<file path="config.mk">
export PLATFORM = sky130hd
export DESIGN_NAME = iso_switch_ctl
export DESIGN_NICKNAME = d
export VERILOG_FILES = /design/src/rtl/iso_switch_pkg.sv /design/src/rtl/iso_mode_regs.sv /design/src/rtl/iso_rd_window.sv /design/src/rtl/iso_wr_track.sv /design/src/rtl/iso_switch_ctl.sv
export SDC_FILE = /design/constraint.sdc
export NUM_CORES = 1
export LEC_CHECK = 0
export BUFFER_PORTS_ARGS = -buffer_cell sky130_fd_sc_hd__buf_4
export CAP_MARGIN = 20
export CORE_MARGIN = 5
export CORE_UTILIZATION = 35
export DETAILED_ROUTE_END_ITERATION = 8
export PLACE_DENSITY = 0.59
export REMOVE_ABC_BUFFERS = 1
export SYNTH_ARGS = -nofsm -noshare
export SYNTH_HDL_FRONTEND = slang
export SYNTH_SLANG_ARGS = --single-unit
</file>
<file path="constraint.sdc">
create_clock -name clk_i -period 4.6 [get_ports clk_i]
set_clock_uncertainty 0.05 [all_clocks]
set_input_delay 0.46 -clock clk_i [delete_from_list [all_inputs] [get_ports clk_i]]
set_output_delay 0.46 -clock clk_i [all_outputs]
set_load 0.05 [all_outputs]
</file>
<file path="src/rtl/iso_switch_pkg.sv">
package iso_switch_pkg;
  localparam int LAT_W = 3;   // read latency in half cycles (4..6)
  localparam int BL_W  = 4;   // burst length in beats (2..8)

  typedef logic [LAT_W-1:0] lat_t;
  typedef logic [BL_W-1:0]  bl_t;

  localparam lat_t LAT_RST = lat_t'(4);
  localparam bl_t  BL_RST  = bl_t'(2);

  // zero marks a reserved code
  function automatic bl_t decode_bl(input logic [2:0] code);
    case (code)
      3'b001:  return bl_t'(2);
      3'b010:  return bl_t'(4);
      3'b011:  return bl_t'(8);
      default: return '0;
    endcase
  endfunction

  function automatic lat_t decode_lat(input logic [2:0] code);
    case (code)
      3'b010:  return lat_t'(4);
      3'b110:  return lat_t'(5);
      3'b011:  return lat_t'(6);
      default: return '0;
    endcase
  endfunction
endpackage

</file>
<file path="src/rtl/iso_mode_regs.sv">
module iso_mode_regs
  import iso_switch_pkg::*;
#(
  parameter int MW      = 7,
  parameter int EN_BIT  = 2,
  parameter int BL_LSB  = 0,
  parameter int LAT_LSB = 4
) (
  input  logic          clk_i,
  input  logic          rst_i,
  input  logic          mrs_i,
  input  logic          ext_i,
  input  logic [MW-1:0] addr_i,
  output logic          en_o,
  output lat_t          lat_o,
  output bl_t           bl_o
);
  bl_t  bl_dec;
  lat_t lat_dec;
  logic unused_addr;

  assign bl_dec      = decode_bl(addr_i[BL_LSB +: 3]);
  assign lat_dec     = decode_lat(addr_i[LAT_LSB +: 3]);
  assign unused_addr = ^addr_i;

  always_ff @(posedge clk_i) begin
    if (rst_i) begin
      en_o  <= 1'b0;
      lat_o <= LAT_RST;
      bl_o  <= BL_RST;
    end else if (mrs_i) begin
      if (ext_i) begin
        en_o <= addr_i[EN_BIT];
      end else begin
        if (bl_dec != '0)  bl_o  <= bl_dec;
        if (lat_dec != '0) lat_o <= lat_dec;
      end
    end
  end

  // only legal field values are ever held
  a_r3_legal_fields: assert property (@(posedge clk_i) disable iff (rst_i)
    (lat_o inside {lat_t'(4), lat_t'(5), lat_t'(6)}) &&
    (bl_o inside {bl_t'(2), bl_t'(4), bl_t'(8)}));

  // extended write loads enable and leaves the mode fields alone
  a_r2_ext_write: assert property (@(posedge clk_i) disable iff (rst_i)
    (mrs_i && ext_i) |=> (en_o == $past(addr_i[EN_BIT])) &&
                         $stable(lat_o) && $stable(bl_o));
endmodule

</file>
<file path="src/rtl/iso_rd_window.sv">
module iso_rd_window
  import iso_switch_pkg::*;
(
  input  logic clk_i,
  input  logic rst_i,
  input  logic cmd_i,
  input  lat_t lat_i,
  input  bl_t  bl_i,
  output logic rd_on_o
);
  localparam int CNT_W = BL_W;

  logic [CNT_W:0]   lat_x, sum_x, lat_m2;
  logic [CNT_W-1:0] start_d, stop_d;
  logic [CNT_W-1:0] ton, toff;
  logic             pending;

  assign lat_x   = (CNT_W+1)'(lat_i);
  assign sum_x   = lat_x + (CNT_W+1)'(bl_i);
  assign lat_m2  = lat_x - (CNT_W+1)'(2);
  assign start_d = CNT_W'(lat_m2 >> 1);
  assign stop_d  = CNT_W'(sum_x >> 1);
  assign pending = (ton != '0);

  always_ff @(posedge clk_i) begin
    if (rst_i) begin
      ton     <= '0;
      toff    <= '0;
      rd_on_o <= 1'b0;
    end else begin
      // start countdown: only a read into an idle window arms it
      if (pending)                          ton <= ton - 1'b1;
      else if (cmd_i && !rd_on_o)           ton <= start_d;

      // stop countdown: every read re-targets the end of the window
      if (cmd_i)                            toff <= stop_d;
      else if ((pending || rd_on_o) && toff != '0) toff <= toff - 1'b1;

      if (pending && ton == CNT_W'(1))      rd_on_o <= 1'b1;
      else if (rd_on_o && !cmd_i && toff == '0) rd_on_o <= 1'b0;
    end
  end

  // a read into an idle window never drives its capture cycle
  a_r4_late_start: assert property (@(posedge clk_i) disable iff (rst_i)
    (cmd_i && !rd_on_o && !pending) |=> !rd_on_o);

  // a read during an open window leaves no gap
  a_r8_no_gap: assert property (@(posedge clk_i) disable iff (rst_i)
    (cmd_i && rd_on_o) |=> rd_on_o);

  // an expired window closes
  a_r5_release: assert property (@(posedge clk_i) disable iff (rst_i)
    (rd_on_o && !cmd_i && toff == '0) |=> !rd_on_o);
endmodule

</file>
<file path="src/rtl/iso_wr_track.sv">
module iso_wr_track
  import iso_switch_pkg::*;
#(
  parameter int CW = 4
) (
  input  logic clk_i,
  input  logic rst_i,
  input  logic cmd_i,
  input  logic fall_i,
  input  bl_t  bl_i,
  output logic wr_on_o
);
  localparam logic [CW:0] REM_MAX = (CW+1)'((1 << CW) - 1);

  logic [CW-1:0] rem, add, dec;

  assign add     = cmd_i ? CW'(bl_i >> 1) : '0;
  assign dec     = (fall_i && rem != '0) ? CW'(1) : '0;
  assign wr_on_o = (rem != '0);

  always_ff @(posedge clk_i) begin
    if (rst_i) rem <= '0;
    else       rem <= rem - dec + add;
  end

  // a write opens the window at once
  a_r6_drive: assert property (@(posedge clk_i) disable iff (rst_i)
    cmd_i |=> wr_on_o);

  // strobe pulses with nothing outstanding are ignored
  a_r7_stray_fall: assert property (@(posedge clk_i) disable iff (rst_i)
    (!wr_on_o && !cmd_i) |=> !wr_on_o);

  // stacked writes must fit in the outstanding counter
  a_r9_no_overflow: assert property (@(posedge clk_i) disable iff (rst_i)
    cmd_i |-> ((CW+1)'(rem) + (CW+1)'(add)) <= REM_MAX);
endmodule

</file>
<file path="src/rtl/iso_switch_ctl.sv">
module iso_switch_ctl
  import iso_switch_pkg::*;
#(
  parameter int MW      = 7,
  parameter int EN_BIT  = 2,
  parameter int BL_LSB  = 0,
  parameter int LAT_LSB = 4,
  parameter int CW      = 4
) (
  input  logic          clk_i,
  input  logic          rst_i,
  input  logic          mrs_i,
  input  logic          mrs_ext_i,
  input  logic [MW-1:0] mode_addr_i,
  input  logic          rd_cmd_i,
  input  logic          wr_cmd_i,
  input  logic          wr_fall_i,
  output logic          sw_drive_o
);
  logic en, rd_on, wr_on;
  lat_t lat;
  bl_t  bl;

  iso_mode_regs #(.MW(MW), .EN_BIT(EN_BIT), .BL_LSB(BL_LSB), .LAT_LSB(LAT_LSB)) u_mode (
    .clk_i(clk_i), .rst_i(rst_i), .mrs_i(mrs_i), .ext_i(mrs_ext_i),
    .addr_i(mode_addr_i), .en_o(en), .lat_o(lat), .bl_o(bl)
  );

  iso_rd_window u_rd (
    .clk_i(clk_i), .rst_i(rst_i), .cmd_i(rd_cmd_i & en),
    .lat_i(lat), .bl_i(bl), .rd_on_o(rd_on)
  );

  iso_wr_track #(.CW(CW)) u_wr (
    .clk_i(clk_i), .rst_i(rst_i), .cmd_i(wr_cmd_i & en),
    .fall_i(wr_fall_i), .bl_i(bl), .wr_on_o(wr_on)
  );

  assign sw_drive_o = en & (rd_on | wr_on);
endmodule

</file>
Word-level counts from Yosys, hierarchy flattened --
Cells that the tools add are included.
Word-level totals: logic and storage cells 56, input port bits 14, register bits after elaboration 21, output and inout bits 1
Cells by class: bitwise logic cells 5, reduce and logical (&&, ||, !) cells 21, $add $sub $neg 6, muxes and demuxes 10, eq/ne operators 7
Operators by type and width (number):
- $mux W4 | 4
- $reduce_bool A4 Y1 | 4
- $eq A3 B2 Y1 const B | 4
- $pmux W4 S3 | 1
- $pmux W3 S3 | 1
- $sub A4 B1 Y4 const B | 2
- $logic_and A1 B1 Y1 | 6
- $reduce_and A3 Y1 | 2
- $reduce_bool A2 Y1 | 3
- $add A3 B4 Y5 | 1
- $add A4 B4 Y4 | 1
- $eq A4 B1 Y1 const B | 1
- $logic_not A4 Y1 | 1
- $sub A3 B2 Y4 const B | 1
- $sub A4 B4 Y4 | 1
- $and A1 B1 Y1 | 3
- $eq A3 B1 Y1 const B | 1
- $eq A3 B3 Y1 const B | 1
- $mux W1 | 3
- $mux W3 | 1
- $reduce_bool A3 Y1 | 1
- $logic_not A1 Y1 | 2
- $reduce_and A2 Y1 | 1
- $logic_or A1 B1 Y1 | 1
- other kinds (2) | 2

Depth between registers and ports, before layout --
Gate-level depths: netlist (run 1).
word-level depth 6, gate-level depth with buffers 9, mapped depth without buffers 9

Hierarchy --
From an unflattened synthesis (run 1), not the netlist that was laid out.
Unflattened totals: cell total of the unflattened synthesis 147, area, all modules 1285.0 µm²
Modules (own cells, without submodules):
- iso_rd_window | cells an instance 77, seq. area each 180.2 µm², area an instance 669.4 µm², instances 1
- iso_mode_regs | cells an instance 33, seq. area each 140.1 µm², area an instance 300.3 µm², instances 1
- iso_wr_track | cells an instance 34, seq. area each 80.1 µm², area an instance 295.3 µm², instances 1
- iso_switch_ctl | cells an instance 3, seq. area each 0.0 µm², area an instance 20.0 µm², instances 1

Least setup slack after synthesis (run 1) --
Ideal clock, no wire load.
path kind register -> register, start point register u_wr.rem[0], end point register u_wr.rem[2], buffers on the path 0, period minus slack after synthesis 2.206 ns, required time 4.421 ns, cell stages (with the launch flop) 10, library setup time 0.129 ns, setup slack 2.394 ns, arrival time 2.028 ns, cell sequence dfxtp_1 -> or4_1 -> and2_1 -> ha_1 -> inv_1 -> ha_1 -> inv_1 -> fa_1 -> xor2_1 -> nor2_1
Between the ends: longest elaborated chain between the ends 5
RTL lines:
- from (decl) | line iso_wr_track.sv:15 | logic [CW-1:0] rem, add, dec;
- from (signal assigned) | line iso_wr_track.sv:23 | else rem <= rem - dec + add;
- $reduce_bool A4 Y1 | line iso_wr_track.sv:18 | assign dec = (fall_i && rem != '0) ? CW'(1) : '0;
- $logic_and A1 B1 Y1 | line iso_wr_track.sv:18
- $mux W1 | line iso_wr_track.sv:18
- $sub A4 B4 Y4 (*) | line iso_wr_track.sv:23
- $add A4 B4 Y4 (*) | line iso_wr_track.sv:23
Mark *: on every way between the ends. The rest lies on a longest branch, timed or not. A chain may end at the register's enable or synchronous reset.

Final worst setup path (run 1) --
start point register u_wr.rem[3], end point register u_wr.rem[2]
Between the ends: longest elaborated chain between the ends 5
RTL lines (line):
- $reduce_bool A4 Y1 | iso_wr_track.sv:18
- $logic_and A1 B1 Y1 | iso_wr_track.sv:18
- $mux W1 | iso_wr_track.sv:18
- $sub A4 B4 Y4 | iso_wr_track.sv:23
- $add A4 B4 Y4 | iso_wr_track.sv:23
No other way between the ends.

==> out/metrics.csv, run 1 <==
metric;value;unit
outcome;finished clean;
ys.warnings.count;0;
rr_worst_depth;9;
cts_setup_buffers;0;
grt_setup_unrepaired;no;
p_leak;0.600;nW
synth-async-reset-ratio;0;%
dp_cells;196;
ys_top_cells_by_count;19 x dfxtp_1, 19 x inv_1, 13 x ha_1;
top_usage_layer;met2;
fin_util;41.3;%
grt_util_met3;1.88;%
synth_fa_ha_area_share;16.5;%
grt_use_total;10.8;%
synthFlopType;dfxtp_1;
post-dp-hpwl;2010;um
firstDrtPassIters;4;
cts.clk_slew.worst_paths;0.12;ns
io_buffers;13;
fmax;430;MHz
dpl_cell_area;0.00136;mm2
cp-start-kind;flip-flop;
hold-worst-slack;0.360;ns
cts_tree;yes;
layout.nets;184;
power.density;504;mW/mm2
syn_inst;141;
grt_pass1_wl;4410;um
core;0.00336;mm2
hold_buffers;0;
io-pin-count;15;
synthSimpleGateAreaFrac;26.1;%
yosys.area.top_type;dfxtp_1;
max_cap_viol_count;0;
areaGrowthSynthToFinish;13.0;%
pwr-share-seq;36.4;%
peakVddDrop;226;uV
drive_gt1_share;14.9;%
synth_xor_area_share;2.85;%
hold_depth;2;
synth_top_family_by_area;simple AND/OR/NAND/NOR gates;
clkSinkCount;19;
cp_data_arrival_time;2.47;ns
remaining_drc_errors;0;
drt_iter0_markers;28;
clock-root-buffer;clkbuf_4;
grt_use_met2;19.7;%
chipHeight;69.2;um
p_sw_share;39.5;%
syn_avg_cell_area;8.71;um2
cts_buffers;3;
intPower;423;uW
routabilityCongestion;0.732;
maxSlewHeadroom;53.1;%
finalWirelength;2530;um
die_area;0.00479;mm2
syn_area;0.00123;mm2
die_width;69.2;um
synth_compound_area_share;15.0;%
slew_viol_final;0;
fillers;373;
worst_slew_pin_slew;0.702;ns
pwr-share-clk;12.3;%
synth_top_area_share;31.0;%
setup_viol;0;
path_class;flip-flop to flip-flop;
clkLatencyLatePin;0.30;ns
synth_edf_count;0;
gr-usage-met1;12.6;%
crit_required;4.74;ns
layout.cells.non_filler;200;
yosysUniqueCellTypes;45;
via_per_inst;5.28;
combPwrFrac;51.4;%
clockBufferDepth;2;
cts_resized;0;
grt_overflow;0;
core.rowCount;21;
grt_max_degree;20;
ant_nets;0;
post-route-period-util;50.6;%
final_cell_area;0.00139;mm2
crit_fanout;2;
period_needed;2.33;ns
hold_violations;0;
h-tree-depth;1;
synth.mux.area_fraction;0.917;%
routedWlPerCell;12.6;um
synth-seq-cells;19;
antenna_cells;0;
yosys-top-cells-area;dfxtp_1 31%, ha_1 13%, inv_1 5.8%;
via_count;1055;
seq_area_frac_synth;31.0;%
setup.worst_path.end_class;flip-flop;
start_util;36.5;%
switching_power;276;uW
min-delay-path-class;input port to flip-flop;
antenna_found_initial;0;
grt_pass1_vias;1043;
fin_setup_tns;0;ns
## worst max-delay path, stage by stage (launching register included)
cell and delay (ns):
dfxtp_1 0.34, or4_1 0.52, and2_1 0.18, ha_1 0.29, inv_1 0.06, ha_1 0.16
inv_1 0.06, fa_1 0.38, xor2_1 0.15, nor2_1 0.05
## power by group through the flow
stage	Clock (mW)	Combinational (mW)	Sequential, mW
final	0.0859	0.359	0.254
after global routing	0.0974	0.412	0.260
after CTS	0.0904	0.365	0.254
after detailed placement	0	0.363	0.257
after global placement	0	0.341	0.255
after floorplan	0	0.290	0.245
## registers in the layout, indices dropped and copies added (netlist names)
name and count:
u_rd.toff 4, u_mode.en_o 1, u_mode.lat_o 2, u_rd.ton 4, u_mode.bl_o 3, u_rd.rd_on_o 1, u_wr.rem 4
## layout by cell type, fill, tap and decap left out, drive strengths merged, types with 2 or more instances in the layout
cell and n:
nor2 6, dfxtp 19, nand3 5, o21ai 4, nand2 9, a21o 2
xor2 3, inv 19, ha 13, buf 13, nor4 2, and3 2
or3 2, nand3b 3, nor3 5, clkbuf 3, and2 3, nor3b 3
fa 2, a21oi 9, a211oi 2, or4b 2, and4 2
## metrics by stage
step | power, mW | setup slack [ns]
after CTS | 0.709 | 2.25
after global routing | 0.770 | 2.13
after floorplan | 0.535 | 2.40
after detailed placement | 0.620 | 2.28
after global placement | 0.596 | 2.32
final | 0.699 | 2.27
## cells by family (layout without fill, tap and decap cells)
| kind of cell | count (synthesis) | count (layout) |
|---|---|---|
| multiplexers | 1 | 1 |
| XOR/XNOR | 4 | 4 |
| AO/OA/AOI/OAI | 27 | 27 |
| adder cells (fa/ha/maj) | 15 | 15 |
| flip-flops | 19 | 19 |
| buffers and inverters | 23 | 36 |
| AND/OR/NAND/NOR | 52 | 52 |
## per-layer routing
metal / wire [um] / up-vias
met5: 0 / -
met4: 31 / 0
met3: 90 / 4
met2: 1300 / 16
met1: 1110 / 503
li1: - / 532
## final cells by class
cell class	count	area (um2)	area share, %
multi-input cells	99	753	54.3
flip-flops and latches	19	380	27.4
repair buffers	13	97.6	7.03
inverters	19	71.3	5.14
well taps	46	57.6	4.15
clock buffers	3	22.5	1.62
clock inverters	1	5.00	0.361
## final timing paths
path,from,to,slack (ns)
worst min register to register,u_mode.lat_o[2]$_SDFFE_PP1P_,u_mode.lat_o[2]$_SDFFE_PP1P_,0.45
worst max-delay path,u_wr.rem[3]$_SDFF_PP0_,u_wr.rem[2]$_SDFF_PP0_,2.27
worst min-delay path,mode_addr_i[4],u_mode.lat_o[1]$_SDFFE_PP0P_,0.36
worst max register to register,u_wr.rem[3]$_SDFF_PP0_,u_wr.rem[2]$_SDFF_PP0_,2.27
Note: power is estimated with default switching activity, not from simulation.
==> inputs of run 2 (changes only) <==
==> constraint.sdc (replaced) <==
create_clock -name clk_i -period 2.2 [get_ports clk_i]
set_clock_uncertainty 0.05 [all_clocks]
set_input_delay 0.22 -clock clk_i [delete_from_list [all_inputs] [get_ports clk_i]]
set_output_delay 0.22 -clock clk_i [all_outputs]
set_load 0.05 [all_outputs]
==> out/metrics.csv, run 2 (synthesized netlist as in run 1, its figures left out) <==
metric;value;unit
grt_overflow;0;
combPwrFrac;56.8;%
fillers;342;
final_cell_mix;20 x buf_4, 18 x inv_1, 18 x dfxtp_1;
setup_viol;0;
power.density;1110;mW/mm2
p_leak;0.632;nW
antenna_found_initial;0;
clock-root-buffer;clkbuf_4;
seqCellArea;382;um2
cts_buffers;3;
cp_common_cell;ha_4;
hold_buffers;0;
grt_max_degree;20;
min-delay-path-class;input port to flip-flop;
cp_data_arrival_time;2.38;ns
io-pin-count;15;
antenna_cells;0;
clkLatencyLatePin;0.29;ns
crit_required;2.38;ns
largestRegisters;u_rd.toff (4), u_rd.ton (4), u_wr.rem (4);
h-tree-depth;1;
layout.nets;191;
pwr-share-seq;32.5;%
intPower;1.02;mW
routedWlPerCell;12.5;um
areaGrowthSynthToFinish;20.1;%
setup.worst_path.end_class;flip-flop;
fin_setup_tns;0;ns
clkSinkCount;19;
p_sw_share;37.9;%
peakVddDrop;635;uV
cp_slowest_stage_delay;0.53;ns
post-dp-hpwl;2020;um
dp_cells;201;
die_area;0.00479;mm2
cts_tree;yes;
core.rowCount;21;
max_cap_viol_count;0;
via_per_inst;5.04;
path_cells;or4_4 > and2_4 > ha_4 > inv_2 > ha_4 > a21o_1 > a2111o_1 > o21ai_1;
chipHeight;69.2;um
core;0.00336;mm2
die_width;69.2;um
layout_commonest_cell;buf_4;
place_ws;-0.106;ns
layout.cells.non_filler;207;
start_util;36.5;%
outcome;finished clean;
cts.clk_slew.worst_paths;0.11;ns
clockBufferDepth;2;
firstDrtPassIters;4;
hold_violations;0;
path_class;flip-flop to flip-flop;
finalWirelength;2600;um
cp-start-kind;flip-flop;
ant_nets;0;
drive_gt1_share;22.4;%
multiInputGateArea;787;um2
routabilityCongestion;0.766;
grt_setup_unrepaired;yes;
slew_viol_final;0;
maxSlewHeadroom;67.9;%
post-route-period-util;99.6;%
hold-worst-slack;0.122;ns
crit_fanout;2;
slowest_stage;or4_4;
pwr-share-clk;10.7;%
io_buffers;13;
worst_slew_pin_slew;0.474;ns
via_count;1044;
remaining_drc_errors;0;
grt_use_total;11.9;%
grt_pass1_vias;1110;
switching_power;621;uW
setup_ws;0.00881;ns
drt_iter0_markers;42;
period_needed;2.19;ns
fmax;456;MHz
grt_pass1_wl;4750;um
run 2: worst paths after layout:
path,from,endpoint,slack [ns],cells past startpoint
hold / removal,mode_addr_i[4],u_mode.lat_o[1]$_SDFFE_PP0P_,0.12,2
setup reg to reg,u_wr.rem[1]$_SDFF_PP0_,u_wr.rem[3]$_SDFF_PP0_,0.009,8
setup / recovery,u_wr.rem[1]$_SDFF_PP0_,u_wr.rem[3]$_SDFF_PP0_,0.009,8
hold reg to reg,u_mode.lat_o[2]$_SDFFE_PP1P_,u_mode.lat_o[2]$_SDFFE_PP1P_,0.44,1
run 2: per-layer routing:
metal / share of wire (%) / GRT usage [%] / vias to the layer above
met2: 47 / 20.4 / 21
met4: 1.1 / 4.56 / 0
met1: 48 / 14.4 / 479
met3: 3.5 / 2.46 / 4
met5: 0 / 0 / -
li1: - / - / 540
run 2: layout make-up:
| cell class | instances | share of cell area (%) |
|---|---|---|
| clock buffers | 4 | 1.78 |
| inverters | 19 | 4.84 |
| multi-input cells | 99 | 53.4 |
| flip-flops and latches | 19 | 25.9 |
| well taps | 46 | 3.90 |
| repair buffers | 20 | 10.2 |
run 2: what timing repair did:
item                       CTS  global route
resized for setup            9             1
buffers inserted             1             1
pin swaps                    4             1
setup endpoints to repair    3             3
run 2: power by group through the flow:
stage / registers, mW / clock network [mW] / logic [mW]
5_1_grt: 0.549 / 0.204 / 1.07
3_3_place_gp: 0.530 / 0 / 0.785
4_1_cts: 0.532 / 0.186 / 0.913
6_report: 0.533 / 0.176 / 0.930
3_5_place_dp: 0.536 / 0 / 0.824
2_1_floorplan: 0.513 / 0 / 0.607
run 2: through the flow:
stage	util (%)	instance area (um2)	power, mW
2_1_floorplan	-	1200	1.12
3_3_place_gp	41.6	1400	1.31
3_5_place_dp	41.6	1400	1.36
4_1_cts	43.6	1470	1.63
5_1_grt	43.8	1470	1.82
6_report	43.8	1470	1.64
run 2: worst max-delay path: cells and delay by family (launching register included):
kind,cells,cell delay (ns)
and+or+nand+nor,2,0.69
AOI/OAI and AO/OA,3,0.62
adders and majority gates,2,0.40
DFF,1,0.34
buffers and inverters,1,0.04
==> inputs of run 3 (changes only) <==
--- a/config.mk
+++ b/config.mk
@@ -10,6 +10,7 @@
 export CORE_MARGIN = 5
 export CORE_UTILIZATION = 35
 export DETAILED_ROUTE_END_ITERATION = 8
+export HOLD_SLACK_MARGIN = 0.15
 export PLACE_DENSITY = 0.59
 export REMOVE_ABC_BUFFERS = 1
 export SYNTH_ARGS = -nofsm -noshare
==> out/metrics.csv, run 3 (synthesized netlist as in run 1, its figures left out) <==
metric;value;unit
rrSetupSlack;0.007;ns
clock-root-buffer;clkbuf_4;
routabilityCongestion;0.766;
firstDrtPassIters;4;
start_util;36.5;%
antenna_cells;0;
drive_gt1_share;22.0;%
crit_buf_inv;1;
die_width;69.2;um
min-delay-path-class;input port to flip-flop;
setup_viol;0;
layout_commonest_cell;buf_4;
areaGrowthSynthToFinish;22.5;%
reg2reg_to;u_wr.rem[3]$_SDFF_PP0_;
chipHeight;69.2;um
p_sw_share;37.9;%
power.density;1090;mW/mm2
routedWlPerCell;12.6;um
hold_depth;2;
cp_data_arrival_time;2.38;ns
p_leak;0.645;nW
slew_viol_final;0;
grt_overflow;0;
crit_required;2.38;ns
pwr-share-clk;10.7;%
setup.worst_path.end_class;flip-flop;
remaining_drc_errors;0;
cts_buffers;3;
intPower;1.02;mW
cp_slowest_stage_delay;0.53;ns
cp_common_cell;ha_4;
clockBufferDepth;2;
post-dp-hpwl;2020;um
worstReg2RegStart;u_wr.rem[1]$_SDFF_PP0_;
hold_path.startpoint;rst_i;
pwr-share-seq;32.4;%
max_cap_viol_count;0;
core.rowCount;21;
core;0.00336;mm2
setup_ws;0.00745;ns
final_cell_mix;20 x buf_4, 18 x inv_1, 18 x dfxtp_1;
finalWirelength;2640;um
cts.clk_slew.worst_paths;0.11;ns
maxSlewHeadroom;68.4;%
crit_fanout;2;
io-pin-count;15;
ant_nets;0;
antenna_found_initial;0;
largestRegisters;u_rd.toff (4), u_rd.ton (4), u_wr.rem (4);
peakVddDrop;643;uV
dpl_cell_area;0.00140;mm2
rr_worst_depth;8;
post-route-period-util;99.7;%
io_buffers;13;
clkSinkCount;19;
die_area;0.00479;mm2
hold_violations;0;
grt_pass1_vias;1127;
final_cell_area;0.00150;mm2
worst_slew_pin_slew;0.467;ns
fmax;456;MHz
via_count;1062;
path_cells;or4_4 > and2_4 > ha_4 > inv_2 > ha_4 > a21o_1 > a2111o_1 > o21ai_1;
cp-start-kind;flip-flop;
drt_iter0_markers;42;
path_class;flip-flop to flip-flop;
grt_setup_unrepaired;yes;
h-tree-depth;1;
layout.nets;194;
switching_power;622;uW
cts_tree;yes;
clkLatencyLatePin;0.29;ns
place_ws;-0.106;ns
period_needed;2.19;ns
via_per_inst;5.06;
holdPathEnd;u_wr.rem[1]$_SDFF_PP0_;
grt_use_total;12.1;%
outcome;finished clean;
crit_family;simple AND/OR/NAND/NOR gates;
combPwrFrac;56.9;%
grt_max_degree;20;
grt_pass1_wl;4840;um
slowest_stage;or4_4;
==> run 3: worst max path at each step <==
stage,to,startpoint,cells past startpoint,slack (ns)
floorplan,u_wr.rem[3]$_SDFF_PP0_,u_wr.rem[0]$_SDFF_PP0_,8,-0.005
global route,u_wr.rem[3]$_SDFF_PP0_,u_wr.rem[1]$_SDFF_PP0_,8,-0.07
CTS,u_wr.rem[3]$_SDFF_PP0_,u_wr.rem[1]$_SDFF_PP0_,8,0.003
detailed placement,u_wr.rem[3]$_SDFF_PP0_,u_wr.rem[0]$_SDFF_PP0_,8,-0.11
global placement,u_wr.rem[3]$_SDFF_PP0_,u_wr.rem[0]$_SDFF_PP0_,8,-0.07
finish,u_wr.rem[3]$_SDFF_PP0_,u_wr.rem[1]$_SDFF_PP0_,8,0.007
==> run 3: power by group through the flow <==
stage	sequential [mW]	combinational, mW	clock [mW]
global placement	0.530	0.785	0
finish	0.533	0.935	0.176
CTS	0.532	0.917	0.186
detailed placement	0.536	0.824	0
global route	0.549	1.07	0.204
floorplan	0.513	0.607	0
==> run 3: layout make-up <==
type | instances | area (um2)
timing repair buffer | 23 | 180
sequential | 19 | 382
tap | 46 | 57.6
clock buffer | 4 | 26.3
fill | 340 | 1860
multi-input combinational | 99 | 787
inverter | 19 | 71.3
==> run 3: timing repair <==
action	in CTS	in global routing
hold buffers	3	0
pin swaps	4	1
buffers inserted	1	1
cloned	0	0
resized for setup	9	1
setup endpoints to repair	3	3
endpoints found under the hold margin	3	0
==> run 3: per-stage QoR <==
step                utilization (%)  total power [mW]  setup TNS [ns]  std cells  hold slack (ns)
finish                         44.7              1.64               0        210            0.175
global route                   44.7              1.83          -0.133        210            0.161
CTS                            44.5              1.63               0        209            0.169
detailed placement             41.6              1.36          -0.248        201            0.422
global placement               41.6              1.31          -0.151        201            0.416
floorplan                         -              1.12        -0.00462        137            0.237
==> run 3: routing by layer <==
metal,track usage (%),up-vias,routed length (um)
met5,0,-,0
met1,14.5,493,1260
met4,4.56,0,29
met3,2.46,4,88
li1,-,547,-
met2,21.2,18,1260
